===== config.mk =====
export PLATFORM = sky130hd
export DESIGN_NAME = adc_rbuf
export DESIGN_NICKNAME = d
export VERILOG_FILES = /design/src/rtl/adc_rbuf_pkg.sv /design/src/rtl/adc_rbuf_cnt.sv /design/src/rtl/adc_rbuf_addr.sv /design/src/rtl/adc_rbuf_mem.sv /design/src/rtl/adc_rbuf.sv
export SDC_FILE = /design/constraint.sdc
export NUM_CORES = 1
export LEC_CHECK = 0
export ABC_AREA = 1
export ABC_CLOCK_PERIOD_IN_PS = 4200
export BUFFER_PORTS_ARGS = -buffer_cell sky130_fd_sc_hd__buf_2
export CAP_MARGIN = 20
export CORE_AREA = 4 4 187 189
export CTS_CLUSTER_SIZE = 28
export DETAILED_ROUTE_END_ITERATION = 7
export DIE_AREA = 0 0 191 193
export MAX_ROUTING_LAYER = met4
export PLACE_DENSITY = 0.75
export SLEW_MARGIN = 30
export SYNTH_ARGS = -nofsm -noshare
export SYNTH_HDL_FRONTEND = slang
export SYNTH_SLANG_ARGS = --single-unit

===== constraint.sdc =====
create_clock -name clk_i -period 4.2 [get_ports clk_i]
set_clock_uncertainty 0.1 [all_clocks]
set_input_delay 0.63 -clock clk_i [delete_from_list [all_inputs] [get_ports clk_i]]
set_output_delay 0.63 -clock clk_i [all_outputs]
set_load 0.03 [all_outputs]

===== src/rtl/adc_rbuf_pkg.sv =====
package adc_rbuf_pkg;
  localparam int CNT_W = 5;

  // control word bit positions
  localparam int B_DMA   = 13;
  localparam int B_CHAN  = 11;
  localparam int B_SCAN  = 10;
  localparam int B_FLAG  = 7;
  localparam int B_NLO   = 2;
  localparam int B_SPLIT = 1;

  typedef struct packed {
    logic             dma;
    logic             chan;
    logic             scan;
    logic             split;
    logic [CNT_W-1:0] n_m1;
  } mode_t;
endpackage


===== src/rtl/adc_rbuf_cnt.sv =====
module adc_rbuf_cnt
  import adc_rbuf_pkg::*;
(
  input  logic             clk_i,
  input  logic             rst_ni,
  input  logic             clr_i,
  input  logic             accept_i,
  input  logic [CNT_W-1:0] n_m1_i,
  output logic             hit_o,
  output logic             irq_o
);
  logic [CNT_W-1:0] cnt_q;

  assign hit_o = accept_i && (cnt_q == n_m1_i);

  always_ff @(posedge clk_i or negedge rst_ni) begin
    if (!rst_ni) begin
      cnt_q <= '0;
      irq_o <= 1'b0;
    end else if (clr_i) begin
      cnt_q <= '0;
      irq_o <= 1'b0;
    end else begin
      irq_o <= hit_o;
      if (accept_i) cnt_q <= hit_o ? '0 : cnt_q + 1'b1;
    end
  end
endmodule


===== src/rtl/adc_rbuf_addr.sv =====
module adc_rbuf_addr
  import adc_rbuf_pkg::*;
#(
  parameter int DEPTH = 26,
  parameter int DW    = 12,
  parameter int DAW   = 16,
  localparam int AW   = $clog2(DEPTH)
) (
  input  logic           clk_i,
  input  logic           rst_ni,
  input  logic           clr_i,
  input  mode_t          mode_i,
  input  logic           conv_done_i,
  input  logic [AW-1:0]  conv_chan_i,
  input  logic [DW-1:0]  conv_data_i,
  input  logic [DAW-1:0] dma_start_i,
  input  logic [DAW-1:0] dma_size_i,
  input  logic           hit_i,
  output logic           accept_o,
  output logic           chan_bad_o,
  output logic           mem_we_o,
  output logic [AW-1:0]  mem_addr_o,
  output logic           flag_o,
  output logic           dma_we_o,
  output logic [DAW-1:0] dma_addr_o,
  output logic [DW-1:0]  dma_data_o
);
  localparam int HALF = DEPTH / 2;
  localparam logic [AW-1:0] LAST   = AW'(DEPTH - 1);
  localparam logic [AW-1:0] H_LAST = AW'(HALF - 1);
  localparam logic [AW-1:0] H_BASE = AW'(HALF);

  logic [AW-1:0]  ptr_q;
  logic [DAW-1:0] off_q;
  logic           flag_q;

  logic           chan_ok;
  logic [DAW:0]   off_inc;
  logic [DAW-1:0] off_nxt;
  logic           off_hi;

  assign chan_ok    = conv_chan_i <= LAST;
  assign chan_bad_o = conv_done_i && !mode_i.dma && mode_i.chan && !chan_ok;
  assign accept_o   = conv_done_i && !chan_bad_o;
  assign mem_we_o   = accept_o && !mode_i.dma;
  assign flag_o     = flag_q;

  always_comb begin
    if (mode_i.chan)       mem_addr_o = conv_chan_i;
    else if (mode_i.split) mem_addr_o = flag_q ? H_BASE + ptr_q : ptr_q;
    else                   mem_addr_o = ptr_q;
  end

  assign off_inc = {1'b0, off_q} + 1'b1;
  assign off_nxt = (off_inc >= {1'b0, dma_size_i}) ? '0 : off_inc[DAW-1:0];
  assign off_hi  = off_nxt >= (dma_size_i >> 1);

  always_ff @(posedge clk_i or negedge rst_ni) begin
    if (!rst_ni) begin
      ptr_q  <= '0;
      off_q  <= '0;
      flag_q <= 1'b0;
    end else if (clr_i) begin
      ptr_q  <= '0;
      off_q  <= '0;
      flag_q <= 1'b0;
    end else if (accept_o) begin
      if (mode_i.dma) begin
        off_q  <= off_nxt;
        flag_q <= off_hi;
      end else if (!mode_i.chan) begin
        if (hit_i) begin
          ptr_q <= '0;
          if (mode_i.split) flag_q <= !flag_q;
        end else if (mode_i.split) begin
          if (ptr_q < H_LAST) ptr_q <= ptr_q + 1'b1;
        end else if (ptr_q < LAST) begin
          ptr_q <= ptr_q + 1'b1;
        end
      end
    end
  end

  always_ff @(posedge clk_i or negedge rst_ni) begin
    if (!rst_ni) begin
      dma_we_o   <= 1'b0;
      dma_addr_o <= '0;
      dma_data_o <= '0;
    end else begin
      dma_we_o <= accept_o && mode_i.dma && !clr_i;
      if (accept_o && mode_i.dma) begin
        dma_addr_o <= dma_start_i + off_q;
        dma_data_o <= conv_data_i;
      end
    end
  end
endmodule


===== src/rtl/adc_rbuf_mem.sv =====
module adc_rbuf_mem #(
  parameter int DEPTH = 26,
  parameter int DW    = 12,
  localparam int AW   = $clog2(DEPTH)
) (
  input  logic          clk_i,
  input  logic          rst_ni,
  input  logic          we_i,
  input  logic [AW-1:0] waddr_i,
  input  logic [DW-1:0] wdata_i,
  input  logic          re_i,
  input  logic [AW-1:0] raddr_i,
  output logic [DW-1:0] rdata_o
);
  localparam logic [AW-1:0] LAST = AW'(DEPTH - 1);

  logic [DW-1:0] mem_q [DEPTH];

  always_ff @(posedge clk_i) begin
    if (we_i && waddr_i <= LAST) mem_q[waddr_i] <= wdata_i;
  end

  always_ff @(posedge clk_i or negedge rst_ni) begin
    if (!rst_ni) rdata_o <= '0;
    else if (re_i) begin
      if (we_i && waddr_i == raddr_i) rdata_o <= wdata_i;
      else if (raddr_i <= LAST)       rdata_o <= mem_q[raddr_i];
      else                            rdata_o <= '0;
    end
  end
endmodule


===== src/rtl/adc_rbuf.sv =====
module adc_rbuf
  import adc_rbuf_pkg::*;
#(
  parameter int DEPTH = 26,
  parameter int DW    = 12,
  parameter int DAW   = 16,
  localparam int AW   = $clog2(DEPTH)
) (
  input  logic           clk_i,
  input  logic           rst_ni,
  input  logic           ctrl_we_i,
  input  logic [15:0]    ctrl_wdata_i,
  output logic [15:0]    ctrl_rdata_o,
  input  logic           conv_done_i,
  input  logic [AW-1:0]  conv_chan_i,
  input  logic [DW-1:0]  conv_data_i,
  input  logic [DAW-1:0] dma_start_i,
  input  logic [DAW-1:0] dma_size_i,
  input  logic           rd_en_i,
  input  logic [AW-1:0]  rd_addr_i,
  output logic [DW-1:0]  rd_data_o,
  output logic           dma_we_o,
  output logic [DAW-1:0] dma_addr_o,
  output logic [DW-1:0]  dma_data_o,
  output logic           fill_flag_o,
  output logic           irq_o,
  output logic           chan_err_o
);
  mode_t          mode_q;
  logic           accept, hit, chan_bad, mem_we;
  logic [AW-1:0]  mem_addr;

  always_ff @(posedge clk_i or negedge rst_ni) begin
    if (!rst_ni) begin
      mode_q     <= '0;
      chan_err_o <= 1'b0;
    end else if (ctrl_we_i) begin
      mode_q.dma   <= ctrl_wdata_i[B_DMA];
      mode_q.chan  <= ctrl_wdata_i[B_CHAN];
      mode_q.scan  <= ctrl_wdata_i[B_SCAN];
      mode_q.split <= ctrl_wdata_i[B_SPLIT];
      mode_q.n_m1  <= ctrl_wdata_i[B_NLO +: CNT_W];
      chan_err_o   <= 1'b0;
    end else if (chan_bad) begin
      chan_err_o <= 1'b1;
    end
  end

  always_comb begin
    ctrl_rdata_o                  = '0;
    ctrl_rdata_o[B_DMA]           = mode_q.dma;
    ctrl_rdata_o[B_CHAN]          = mode_q.chan;
    ctrl_rdata_o[B_SCAN]          = mode_q.scan;
    ctrl_rdata_o[B_FLAG]          = fill_flag_o;
    ctrl_rdata_o[B_NLO +: CNT_W]  = mode_q.n_m1;
    ctrl_rdata_o[B_SPLIT]         = mode_q.split;
  end

  adc_rbuf_addr #(.DEPTH(DEPTH), .DW(DW), .DAW(DAW)) u_addr (
    .clk_i, .rst_ni,
    .clr_i       (ctrl_we_i),
    .mode_i      (mode_q),
    .conv_done_i, .conv_chan_i, .conv_data_i,
    .dma_start_i, .dma_size_i,
    .hit_i       (hit),
    .accept_o    (accept),
    .chan_bad_o  (chan_bad),
    .mem_we_o    (mem_we),
    .mem_addr_o  (mem_addr),
    .flag_o      (fill_flag_o),
    .dma_we_o, .dma_addr_o, .dma_data_o
  );

  adc_rbuf_cnt u_cnt (
    .clk_i, .rst_ni,
    .clr_i    (ctrl_we_i),
    .accept_i (accept),
    .n_m1_i   (mode_q.n_m1),
    .hit_o    (hit),
    .irq_o
  );

  adc_rbuf_mem #(.DEPTH(DEPTH), .DW(DW)) u_mem (
    .clk_i, .rst_ni,
    .we_i    (mem_we),
    .waddr_i (mem_addr),
    .wdata_i (conv_data_i),
    .re_i    (rd_en_i),
    .raddr_i (rd_addr_i),
    .rdata_o (rd_data_o)
  );
endmodule


# Word-level counts from Yosys, hierarchy flattened
# Memories as Yosys holds them, arrays and structs flattened.
# Index checks and enable logic that the tools add are counted.
# totals
register_bits	79
ramBits	312
inputBits	75
output_inout_bits	60
word_cells	89
n_memories	1
# memory_table
name	words	width	rd	rd_clocked_by_memory_dff	write_ports	line	text
u_mem.mem_q	26	12	1	0	1	adc_rbuf_mem.sv:17	logic [DW-1:0] mem_q [DEPTH];
# op_classes
n_addsub	5
n_lt_le_gt_ge	7
n_eq_ne	6
mux	31
n_reduce_logical	24
# ops
cell	n
$mux W5	14
$mux W16	4
$mux W12	2
$add A16 B1 Y17 const B	1
$ge A17 B16 Y1	1
$add A16 B16 Y16	1
$ge A16 B15 Y1	1
$le A5 B5 Y1 const B	3
$mux W1	11
$add A5 B1 Y5 const B	2
$eq A5 B5 Y1	2
$logic_and A1 B1 Y1	10
$reduce_bool A2 Y1	3
$reduce_bool A3 Y1	2
$add A4 B5 Y5 const A	1
$logic_not A1 Y1	5
$lt A5 B4 Y1 const B	1
$lt A5 B5 Y1 const B	1
$reduce_and A5 Y1	1
$ne A2 B2 Y1 const B	2
$ne A4 B2 Y1 const B	1
$reduce_and A4 Y1	1
$reduce_bool A4 Y1	1
$ne A3 B2 Y1 const B	1
$reduce_and A2 Y1	1

# Logic depth before layout (Yosys ltp)
# Gate-level depths: netlist of run 1.
# depth
ltp_word	12
mapped_depth	36
ltp_nobuf	36

# Modules after synthesis
# From an unflattened synthesis of run 1, not the netlist that was laid out.
# unflattened
hier_cells	2041
area_unflattened_um2	19090.8
# modules_own_cells
module	instances	cells_per_inst	area_per_inst_um2	seq_area_each_um2
adc_rbuf_mem	1	1374	14068.5	9669.3
adc_rbuf_addr	1	560	4149.0	1276.2
adc_rbuf_cnt	1	58	442.9	150.1
adc_rbuf	1	49	430.4	250.2

# Worst setup path after synthesis of run 1
# No wires, ideal clock.
# synth_path
path_kind	register to register
startpoint	reg u_addr.off_q[0]
endpoint	reg u_addr.flag_q (netlist: u_addr.flag_o)
setup_time_ps	121
arrival_time_ps	3803
required_time_ps	3979
path_slack_ps	176
stages_incl_launch_ff	31
n_path_buf	1
period_less_slack_ps	4024
path_cell_list	dfrtp_1 > ha_1 > nand2_2 > nor2_4 > nand2_2 > nor4_1 > inv_1 > nor2_1 > nand2_1 > xor2_1 > inv_1 > ha_1 > nand2_1 > nor3_1 > nand4_1 > nand3_1 > nor2_4 > inv_2 > buf_6 > nor2_2 > ha_1 > a21oi_1 > nor3_1 > a211oi_1 > nand2_1 > nand2_1 > nand2_1 > nand2_1 > nand2_1 > nand2_1 > a21oi_1
# synth_via
elab_chain_len	7
# synth_rtl
element	line	text
from (decl)	adc_rbuf_addr.sv:34	logic [DAW-1:0] off_q;
from (signal assigned)	adc_rbuf_addr.sv:69	off_q <= off_nxt;
$add A16 B1 Y17 (*)	adc_rbuf_addr.sv:54	assign off_inc = {1'b0, off_q} + 1'b1;
$ge A17 B16 Y1	adc_rbuf_addr.sv:55	assign off_nxt = (off_inc >= {1'b0, dma_size_i}) ? '0 : off_inc[DAW-1:0];
$mux W16 (*)	adc_rbuf_addr.sv:55	
$ge A16 B15 Y1 (*)	adc_rbuf_addr.sv:56	assign off_hi = off_nxt >= (dma_size_i >> 1);
$mux W1 (*)	adc_rbuf_addr.sv:68	if (mode_i.dma) begin
$mux W1 (*)	adc_rbuf_addr.sv:67	end else if (accept_o) begin
$mux W1 (*)	adc_rbuf_addr.sv:63	end else if (clr_i) begin
to (signal assigned)	adc_rbuf_addr.sv:70	flag_q <= off_hi;
to (signal assigned)	adc_rbuf_addr.sv:74	if (mode_i.split) flag_q <= !flag_q;
to (decl)	adc_rbuf_addr.sv:35	logic flag_q;
# Every way passes the cells marked *; elsewhere a longest branch is shown, timed or not. The select of a mux whose other input is x is not followed.
# A chain may end at the register's enable or synchronous reset.

# Worst setup path after layout of run 1
# Same ends and word-level chain as after synthesis.

==> metrics.csv, run 1 <==
metric,value,unit
port_buffers,121,
rrSetupSlack,0.04,ns
grt.overflow.total,0,
clk_pin_slew,0.06,ns
antenna_found_initial,1,
yosys_warnings,0,
ys_types,49,
r2r_start,u_addr.off_q[0]$_DFFE_PN0P_,
cp_slowest_cell,dfrtp_1,
cts.sinks,391,
synthAdderAreaFrac,0.0355,
worstSetupEndpointType,register,
hold_viol_final,0,
synth-main-ff-cell,edfxtp_1,
grt_max_degree,158,
wl,46000,microns
rows,67,
required,4.53,ns
slew_violations,0,
critical_path.top_delay_family,simple AND/OR/NAND/NOR gates,
p_int,6890,uW
p_sw,2360,uW
reg2regPathDepth,30,
fin_util,0.623,
initial_core_util,0.535,
holdBufCountCts,0,
grt_pass1_vias,13000,
cts_tree,yes,
cp.depth,30,
ys_seq_elements,391,
area.growth.synth_to_final,16.4,%
crit_top_cell,nand2_1,
netSwitchingFraction,0.255,
worstHoldPathType,primary input to async pin,
setup_slack,0.0436,ns
outcome,"finished, final reports clean",
critPathLaunch,u_addr.off_q[0]$_DFFE_PN0P_,
ys_seq_area_frac,0.637,
cp-endpoint,u_addr.flag_o$_DFFE_PN0P_,
synth_xor_area_frac,0.0138,
synth_compound_area_frac,0.112,
startpoint_type,register,
grt.total_usage,0.253,
crit_type,register to register,
peakVddDrop,0.489,mV
seqPwrFrac,0.475,
io_pins,135,
rsz0062_at_grt,true,
drc,0,
synth_area,17800,sq um
synth_area_per_cell,10.7,sq um
crit_buf_inv,5,
final_cell_mix,"nand2_1, edfxtp_1, nor2_1",
timing.final.crit_period,4.16,ns
max_stage_delay,0.38,ns
clkPwrFrac,0.414,
timing.rr.end,u_addr.flag_o$_DFFE_PN0P_,
synth_area_leaders,"edfxtp_1, dfrtp_1, nand2_1",
period_share,0.990,
syn_inst,1658,
pre_cts_slack,-0.102,ns
drt_first_pass_iters,6,
gp_congestion,0.903,
fmax,0.241,GHz
synth_mux_area_frac,0,
die_area,36900,sq um
synthArstFlopShare,0.202,
vias_per_cell,5.83,
numCtsBuffers,41,
drive_gt1_frac,0.170,
clockBufferDepth,3,
cts-root-buf,clkbuf_16,
combPwrFrac,0.111,
dp_hpwl,29000,microns
slew_headroom,0.331,
cp_max_fo,10,
wl_per_cell,20.1,microns
synth_top_family_by_area,simple AND/OR/NAND/NOR gates,
vias,13300,
clock_latency,0.55,ns
setup_viol,0,
final_antenna_net_count,0,
htree_levels,2,
worst_slew_pin_slew,0.991,ns
cap_violations,0,
synth-simple-area-share,0.157,
worst-endpoint-arrival,4.49,ns
grt_pass1_wl,70800,microns
synth_edf_count,312,
coreArea,33300,sq um
synth_top_area_frac,0.526,
fp.dieW,191,microns
die_h,193,microns
synth_top_cell_by_area,edfxtp_1,
power_density,446,nW/um^2
fillers,2541,
layout.nets,1931,
p_leak,0.00827,uW
drtIter0Drc,1421,
[repair_timing]
item	in CTS	in global routing
hold endpoints to repair	0	0
setup endpoints to repair	1	1
buffers inserted	2	3
resized for setup	13	17
pin swaps	11	13
[worst min-delay path by stage]
stage | from | to | slack, ns | depth (start not counted)
after CTS | rst_ni | u_addr.off_q[14]$_DFFE_PN0P_ | 0.05 | 1
after floorplan | rst_ni | chan_err_o$_DFFE_PN0P_ | 0.23 | 0
final | rst_ni | u_addr.off_q[13]$_DFFE_PN0P_ | 0.001 | 1
after detailed placement | u_mem.rdata_o[11]$_DFFE_PN0P_ | u_mem.rdata_o[11]$_DFFE_PN0P_ | 0.36 | 2
after global routing | rst_ni | u_addr.off_q[13]$_DFFE_PN0P_ | 0.06 | 1
after global placement | ctrl_rdata_o[10]$_DFFE_PN0P_ | ctrl_rdata_o[10]$_DFFE_PN0P_ | 0.36 | 2
[worst register-to-register path: cells and delay by family (launching register included)]
kind / cells / cell delay (ns)
AO/OA/AOI/OAI: 5 / 0.70
adder cells (fa/ha/maj): 3 / 0.67
buffers and inverters: 5 / 0.60
flip-flops: 1 / 0.38
AND/OR/NAND/NOR: 17 / 1.58
[area by class of cell]
class                           instances  area (sq um)  share of cell area
Sequential cell                       391         11300               0.547
Multi-Input combinational cell       1076          5830               0.281
Clock buffer                           52          1170              0.0565
Timing Repair Buffer                  184          1120              0.0542
Tap cell                              448           561              0.0270
Inverter                              112           425              0.0205
Clock inverter                         22           274              0.0132
Antenna cell                            1          2.50            0.000121
[stage by stage]
stage / hold slack (ns) / cells / TNS [ns] / cell area (sq um) / power (uW)
floorplan: 0.234 / 1663 / 0 / 17800 / 5080
global placement: 0.357 / 2206 / 0 / 19100 / 5450
detailed placement: 0.365 / 2206 / -0.102 / 19100 / 5470
CTS: 0.0526 / 2282 / -0.00229 / 20600 / 9260
global route: 0.0635 / 2286 / -0.216 / 20700 / 9550
finish: 0.00103 / 2286 / 0 / 20700 / 9250
[per-layer routing]
metal / vias to the layer above / GRT usage / share of wire
li1: 6139 / - / -
met1: 6420 / 0.352 / 0.41
met2: 672 / 0.393 / 0.47
met3: 85 / 0.0346 / 0.093
met4: 0 / 0.0807 / 0.028
met5: - / - / 0
[state kept, by name (all words and copies together), names as in the netlist, 5 cells and up]
register / flops
ctrl_rdata_o: 9
u_mem.rdata_o: 12
u_addr.off_q: 16
u_addr.ptr_q: 5
u_addr.dma_data_o: 12
u_mem.mem_q: 312
u_addr.dma_addr_o: 16
u_cnt.cnt_q: 5
[power groups by stage]
stage / registers [uW] / clock network [uW] / logic, uW
after floorplan: 4590 / 0 / 482
after global placement: 4470 / 0 / 979
after detailed placement: 4470 / 0 / 1000
after CTS: 4390 / 3860 / 1020
after global routing: 4400 / 4030 / 1110
final: 4400 / 3830 / 1020
[logic make-up after synthesis]
family / after synthesis
and+or+nand+nor: 662
DFF: 391
AOI/OAI and AO/OA: 330
buffers and inverters: 196
adders and majority gates: 50
xor gates and xnor gates: 28
other: 1
[synth_stat cells (all sizes together) (2+ instances only)]
cell type	number
inv	109
xnor2	6
clkinv	3
or2	3
nor4	2
buf	29
a21o	3
o31ai	2
xor2	22
a211oi	3
edfxtp	312
dfrtp	79
nor3	15
ha	49
nor2	215
nand2	320
clkbuf	55
o211ai	3
o311ai	26
a21oi	68
o221ai	39
nand3b	3
o22ai	12
o2111ai	5
o21ai	162
a31oi	3
nand4	10
nand3	92
No activity file was read; power rests on OpenSTA's default activity.
==> run 2: changes to the inputs <==
==> constraint.sdc (replaced) <==
create_clock -name clk_i -period 4.2 [get_ports clk_i]
set_clock_uncertainty 0.1 [all_clocks]
set_input_delay 0.42 -clock clk_i [delete_from_list [all_inputs] [get_ports clk_i]]
set_output_delay 0.42 -clock clk_i [all_outputs]
set_load 0.03 [all_outputs]
==> metrics.csv, run 2 (synthesis gave the netlist of run 1 again) <==
metric,value,unit
slew_headroom,0.328,
clockBufferDepth,3,
p_int,6670,uW
largest-register,u_mem.mem_q,
cap_violations,0,
combPwrFrac,0.115,
finalPower,8980,uW
p_leak,0.00825,uW
violations,setup timing,
netSwitchingFraction,0.257,
max_stage_delay,0.40,ns
seqPwrFrac,0.489,
cts.sinks,391,
port_buffers,121,
worstHoldPathType,primary input to register,
timing.final.crit_period,4.22,ns
drive_gt1_frac,0.163,
rsz0062_at_grt,true,
top_regs,"u_mem.mem_q: 312 flops, u_addr.dma_addr_o: 16 flops, u_addr.off_q: 16 flops",
drc,0,
dp_hpwl,28500,microns
area.growth.synth_to_final,16.1,%
crit_top_cell,nand2_1,
setup_slack,-0.0163,ns
fin_util,0.622,
pre_cts_slack,-0.107,ns
clkPwrFrac,0.396,
numCtsBuffers,40,
htree_levels,2,
grt_max_degree,158,
setup_viol,1,
drtIter0Drc,1236,
cts_tree,yes,
hold_viol_final,0,
cts-root-buf,clkbuf_16,
grt.overflow.total,0,
rows,67,
final_cell_mix,"nand2_1, edfxtp_1, nor2_1",
die_h,193,microns
clock_latency,0.54,ns
clk_pin_slew,0.07,ns
power_density,434,nW/um^2
worst-endpoint-arrival,4.54,ns
fp.dieW,191,microns
crit_buf_inv,5,
p_sw,2310,uW
setup_tns,-0.0163,ns
worst_slew_pin_slew,0.996,ns
critPathLaunch,u_addr.off_q[0]$_DFFE_PN0P_,
startpoint_type,register,
die_area,36900,sq um
crit_type,register to register,
period_share,1.00,
layout.nets,1939,
vias,13300,
critical_path.top_delay_family,simple AND/OR/NAND/NOR gates,
largest_register_ffs,312,
cp_max_fo,4,
initial_core_util,0.535,
drt_first_pass_iters,5,
io_pins,135,
worstSetupEndpointType,register,
required,4.53,ns
vias_per_cell,5.79,
wl,45700,microns
grt_pass1_wl,70600,microns
fin_cells,2294,
slew_violations,0,
grt_pass1_vias,13000,
min_from,ctrl_wdata_i[3],
final_antenna_net_count,0,
antenna_found_initial,1,
grt.total_usage,0.253,
outcome,"finished, violations left",
fmax,0.237,GHz
coreArea,33300,sq um
cp_slowest_cell,dfrtp_1,
peakVddDrop,0.322,mV
wl_per_cell,19.9,microns
r2r_start,u_addr.off_q[0]$_DFFE_PN0P_,
gp_congestion,0.929,
dp_cells,2199,
[run 2: changes by cell type in the layout (fill, tap and decap cells not counted), moves of 3 or more]
cell           before  now
clkbuf_16          45   40
clkinv_1            4    9
dlygate4sd3_1       0    9
clkbuf_1            5    8
clkinv_2           10    7
[run 2: tightest hold or removal path, stage by stage]
cell	delay, ns
buf_2	0.10
nand2_1	0.05
o21ai_0	0.06
[run 2: power groups by stage]
stage	clock [uW]	combinational, uW	sequential, uW
2_1_floorplan	0	482	4590
3_3_place_gp	0	980	4470
3_5_place_dp	0	1000	4470
4_1_cts	3590	1020	4390
5_1_grt	3770	1130	4410
6_report	3550	1030	4400
[run 2: metrics by stage]
stage	hold slack (ns)	instance area [sq um]
floorplan	0.0244	17800
global placement	0.355	19100
detailed placement	0.366	19100
finish	0.0406	20700
global route	0.0540	20700
CTS	0.0153	20500
[run 2: area by class of cell]
class / count / area [sq um]
clock buffers: 49 / 1040
repair buffers: 193 / 1230
clock inverters: 24 / 264
well taps: 448 / 561
diodes: 1 / 2.50
multi-input cells: 1076 / 5810
inverters: 112 / 425
fillers: 2523 / 12600
flip-flops and latches: 391 / 11300
[run 2: final timing paths]
path | end | slack (ns) | cells past startpoint
worst max-delay path | u_addr.flag_o$_DFFE_PN0P_ | -0.02 | 37
worst min-delay path | ctrl_rdata_o[3]$_DFFE_PN0P_ | 0.04 | 3
worst max register to register | u_addr.flag_o$_DFFE_PN0P_ | -0.02 | 37
worst min register to register | ctrl_rdata_o[10]$_DFFE_PN0P_ | 0.38 | 2
max in group asynchronous | u_addr.dma_addr_o[1]$_DFFE_PN0P_ | 3.09 | 2
min in group asynchronous | u_addr.off_q[13]$_DFFE_PN0P_ | 0.36 | 2
[run 2: what timing repair did]
action | in CTS | in global routing
hold endpoints to repair | 87 | 0
setup buffers | 0 | 12
pin swaps | 0 | 13
gates resized for setup | 3 | 24
setup endpoints to repair | 1 | 1
hold buffers | 9 | 0
[run 2: routing by layer]
layer | global-route usage | vias to the layer above | share of wire | wire length (microns)
met2 | 0.390 | 650 | 0.46 | 21000
met1 | 0.348 | 6387 | 0.41 | 18900
met3 | 0.0414 | 93 | 0.092 | 4220
met5 | - | - | 0 | 0
li1 | - | 6160 | - | -
met4 | 0.0887 | 0 | 0.035 | 1590
==> run 3: changes to the inputs <==
Settings changed: CORE_AREA 4 4 187 189 to 4 4 240 148, DIE_AREA 0 0 191 193 to 0 0 244 152.
==> metrics.csv, run 3 (synthesis gave the netlist of run 1 again) <==
metric,value,unit
hold_viol_final,0,
cp_max_fo,4,
top_regs,"u_mem.mem_q: 312 flops, u_addr.dma_addr_o: 16 flops, u_addr.off_q: 16 flops",
drtIter0Drc,1614,
clock_latency,0.54,ns
slew_headroom,0.348,
setup_slack,-0.0491,ns
grt.total_usage,0.266,
layout.nets,1958,
min_to,u_addr.dma_addr_o[0]$_DFFE_PN0P_,
port_buffers,121,
critical_path.top_delay_family,simple AND/OR/NAND/NOR gates,
postPlaceCellArea,19300,sq um
vias,13400,
worstHoldPathType,primary input to register,
largest-register,u_mem.mem_q,
die_area,37100,sq um
slew_violations,0,
grt.overflow.total,0,
die_h,152,microns
antenna_found_initial,6,
violations,setup timing,
numCtsBuffers,37,
htree_levels,2,
grt.met2_usage,0.369,
cp_slowest_cell,dfrtp_1,
crit_buf_inv,3,
max_stage_delay,0.39,ns
fp.dieW,244,microns
drive_gt1_frac,0.168,
io_pins,135,
grt_max_degree,91,
wl_per_cell,20.9,microns
p_leak,0.00828,uW
worst_slew_pin_slew,0.978,ns
clockBufferDepth,3,
reg2regPathDepth,32,
crit_type,register to register,
multi_input_area,5820,sq um
setup_viol,1,
gp_congestion,0.899,
final_antenna_net_count,0,
fillers,2586,
cts.sinks,391,
required,4.53,ns
rrSetupSlack,-0.05,ns
regArea,11300,sq um
min_from,dma_start_i[0],
cts_tree,yes,
worst-endpoint-arrival,4.58,ns
min_path_cells,4,
grt_pass1_vias,13100,
timing.final.crit_period,4.25,ns
largest_register_ffs,312,
hold_ws,0.117,ns
crit_top_cell,nand2_1,
dp_hpwl,32000,microns
outcome,"finished, violations left",
drt_first_pass_iters,5,
cts-root-buf,clkbuf_16,
power_density,423,nW/um^2
worstSetupEndpointType,register,
cap_violations,0,
grt_busiest_layer,met1,
fin_area,20700,sq um
initial_core_util,0.535,
fmax,0.235,GHz
met3_usage,0.0724,
startpoint_type,register,
clk_pin_slew,0.07,ns
rows,52,
period_share,1.01,
met1_usage,0.389,
wl,48500,microns
r2r_start,u_addr.off_q[0]$_DFFE_PN0P_,
rsz0062_at_grt,true,
drc,0,
timing.rr.end,u_addr.flag_o$_DFFE_PN0P_,
final_cell_mix,"nand2_1, edfxtp_1, nor2_1",
grt_pass1_wl,75100,microns
coreArea,33300,sq um
area.growth.synth_to_final,16.3,%
peakVddDrop,0.265,mV
vias_per_cell,5.79,
-- run 3: how the worst max path moves through the flow --
| stage | from | to | slack, ns | depth (start not counted) |
|---|---|---|---|---|
| after floorplan | u_addr.off_q[0]$_DFFE_PN0P_ | u_addr.flag_o$_DFFE_PN0P_ | 0.18 | 30 |
| after global placement | u_addr.off_q[0]$_DFFE_PN0P_ | u_addr.flag_o$_DFFE_PN0P_ | -0.15 | 28 |
| after detailed placement | u_addr.off_q[0]$_DFFE_PN0P_ | u_addr.flag_o$_DFFE_PN0P_ | -0.27 | 29 |
| after CTS | u_addr.off_q[0]$_DFFE_PN0P_ | u_addr.flag_o$_DFFE_PN0P_ | 0.0004 | 31 |
| after global routing | u_addr.off_q[0]$_DFFE_PN0P_ | u_addr.flag_o$_DFFE_PN0P_ | -0.33 | 36 |
| final | u_addr.off_q[0]$_DFFE_PN0P_ | u_addr.flag_o$_DFFE_PN0P_ | -0.05 | 32 |
-- run 3: cell type report --
class / instances / area share
well taps: 459 / 0.0277
diodes: 3 / 0.000362
inverters: 112 / 0.0204
multi-input cells: 1076 / 0.281
clock buffers: 52 / 0.0504
clock inverters: 13 / 0.00616
repair buffers: 215 / 0.0661
flip-flops and latches: 391 / 0.548
-- run 3: metal layers --
layer	wire, microns	vias to the layer above
met5	0	-
met4	1030	0
met3	5370	88
met2	21000	713
met1	21200	6457
li1	-	6183
-- run 3: worst min-delay path, stage by stage --
cell     delay [ns]
buf_2          0.08
ha_1           0.12
nand2_1        0.04
nand2_1        0.06
-- run 3: per-stage QoR --
step                 util  TNS (ns)  power, uW  cells  worst slack (ns)
floorplan               -         0       5080   1663             0.176
global placement    0.578    -0.150       5450   2238            -0.150
detailed placement  0.578    -0.266       5480   2238            -0.266
CTS                 0.620         0       8780   2315          0.000422
global route        0.622    -0.327       9090   2321            -0.327
finish              0.622   -0.0491       8760   2321           -0.0491
-- run 3: report_power, final --
part	switching (uW)	internal [uW]
registers	82.0	4310
logic	767	281
clock network	1450	1870
total	2300	6460
-- run 3: repair_timing --
action	CTS	global route
pin swaps	9	5
buffers inserted	2	3
resized for setup	20	6
endpoints found under the setup margin	1	1
hold buffers	10	0
hold endpoints to repair	88	0
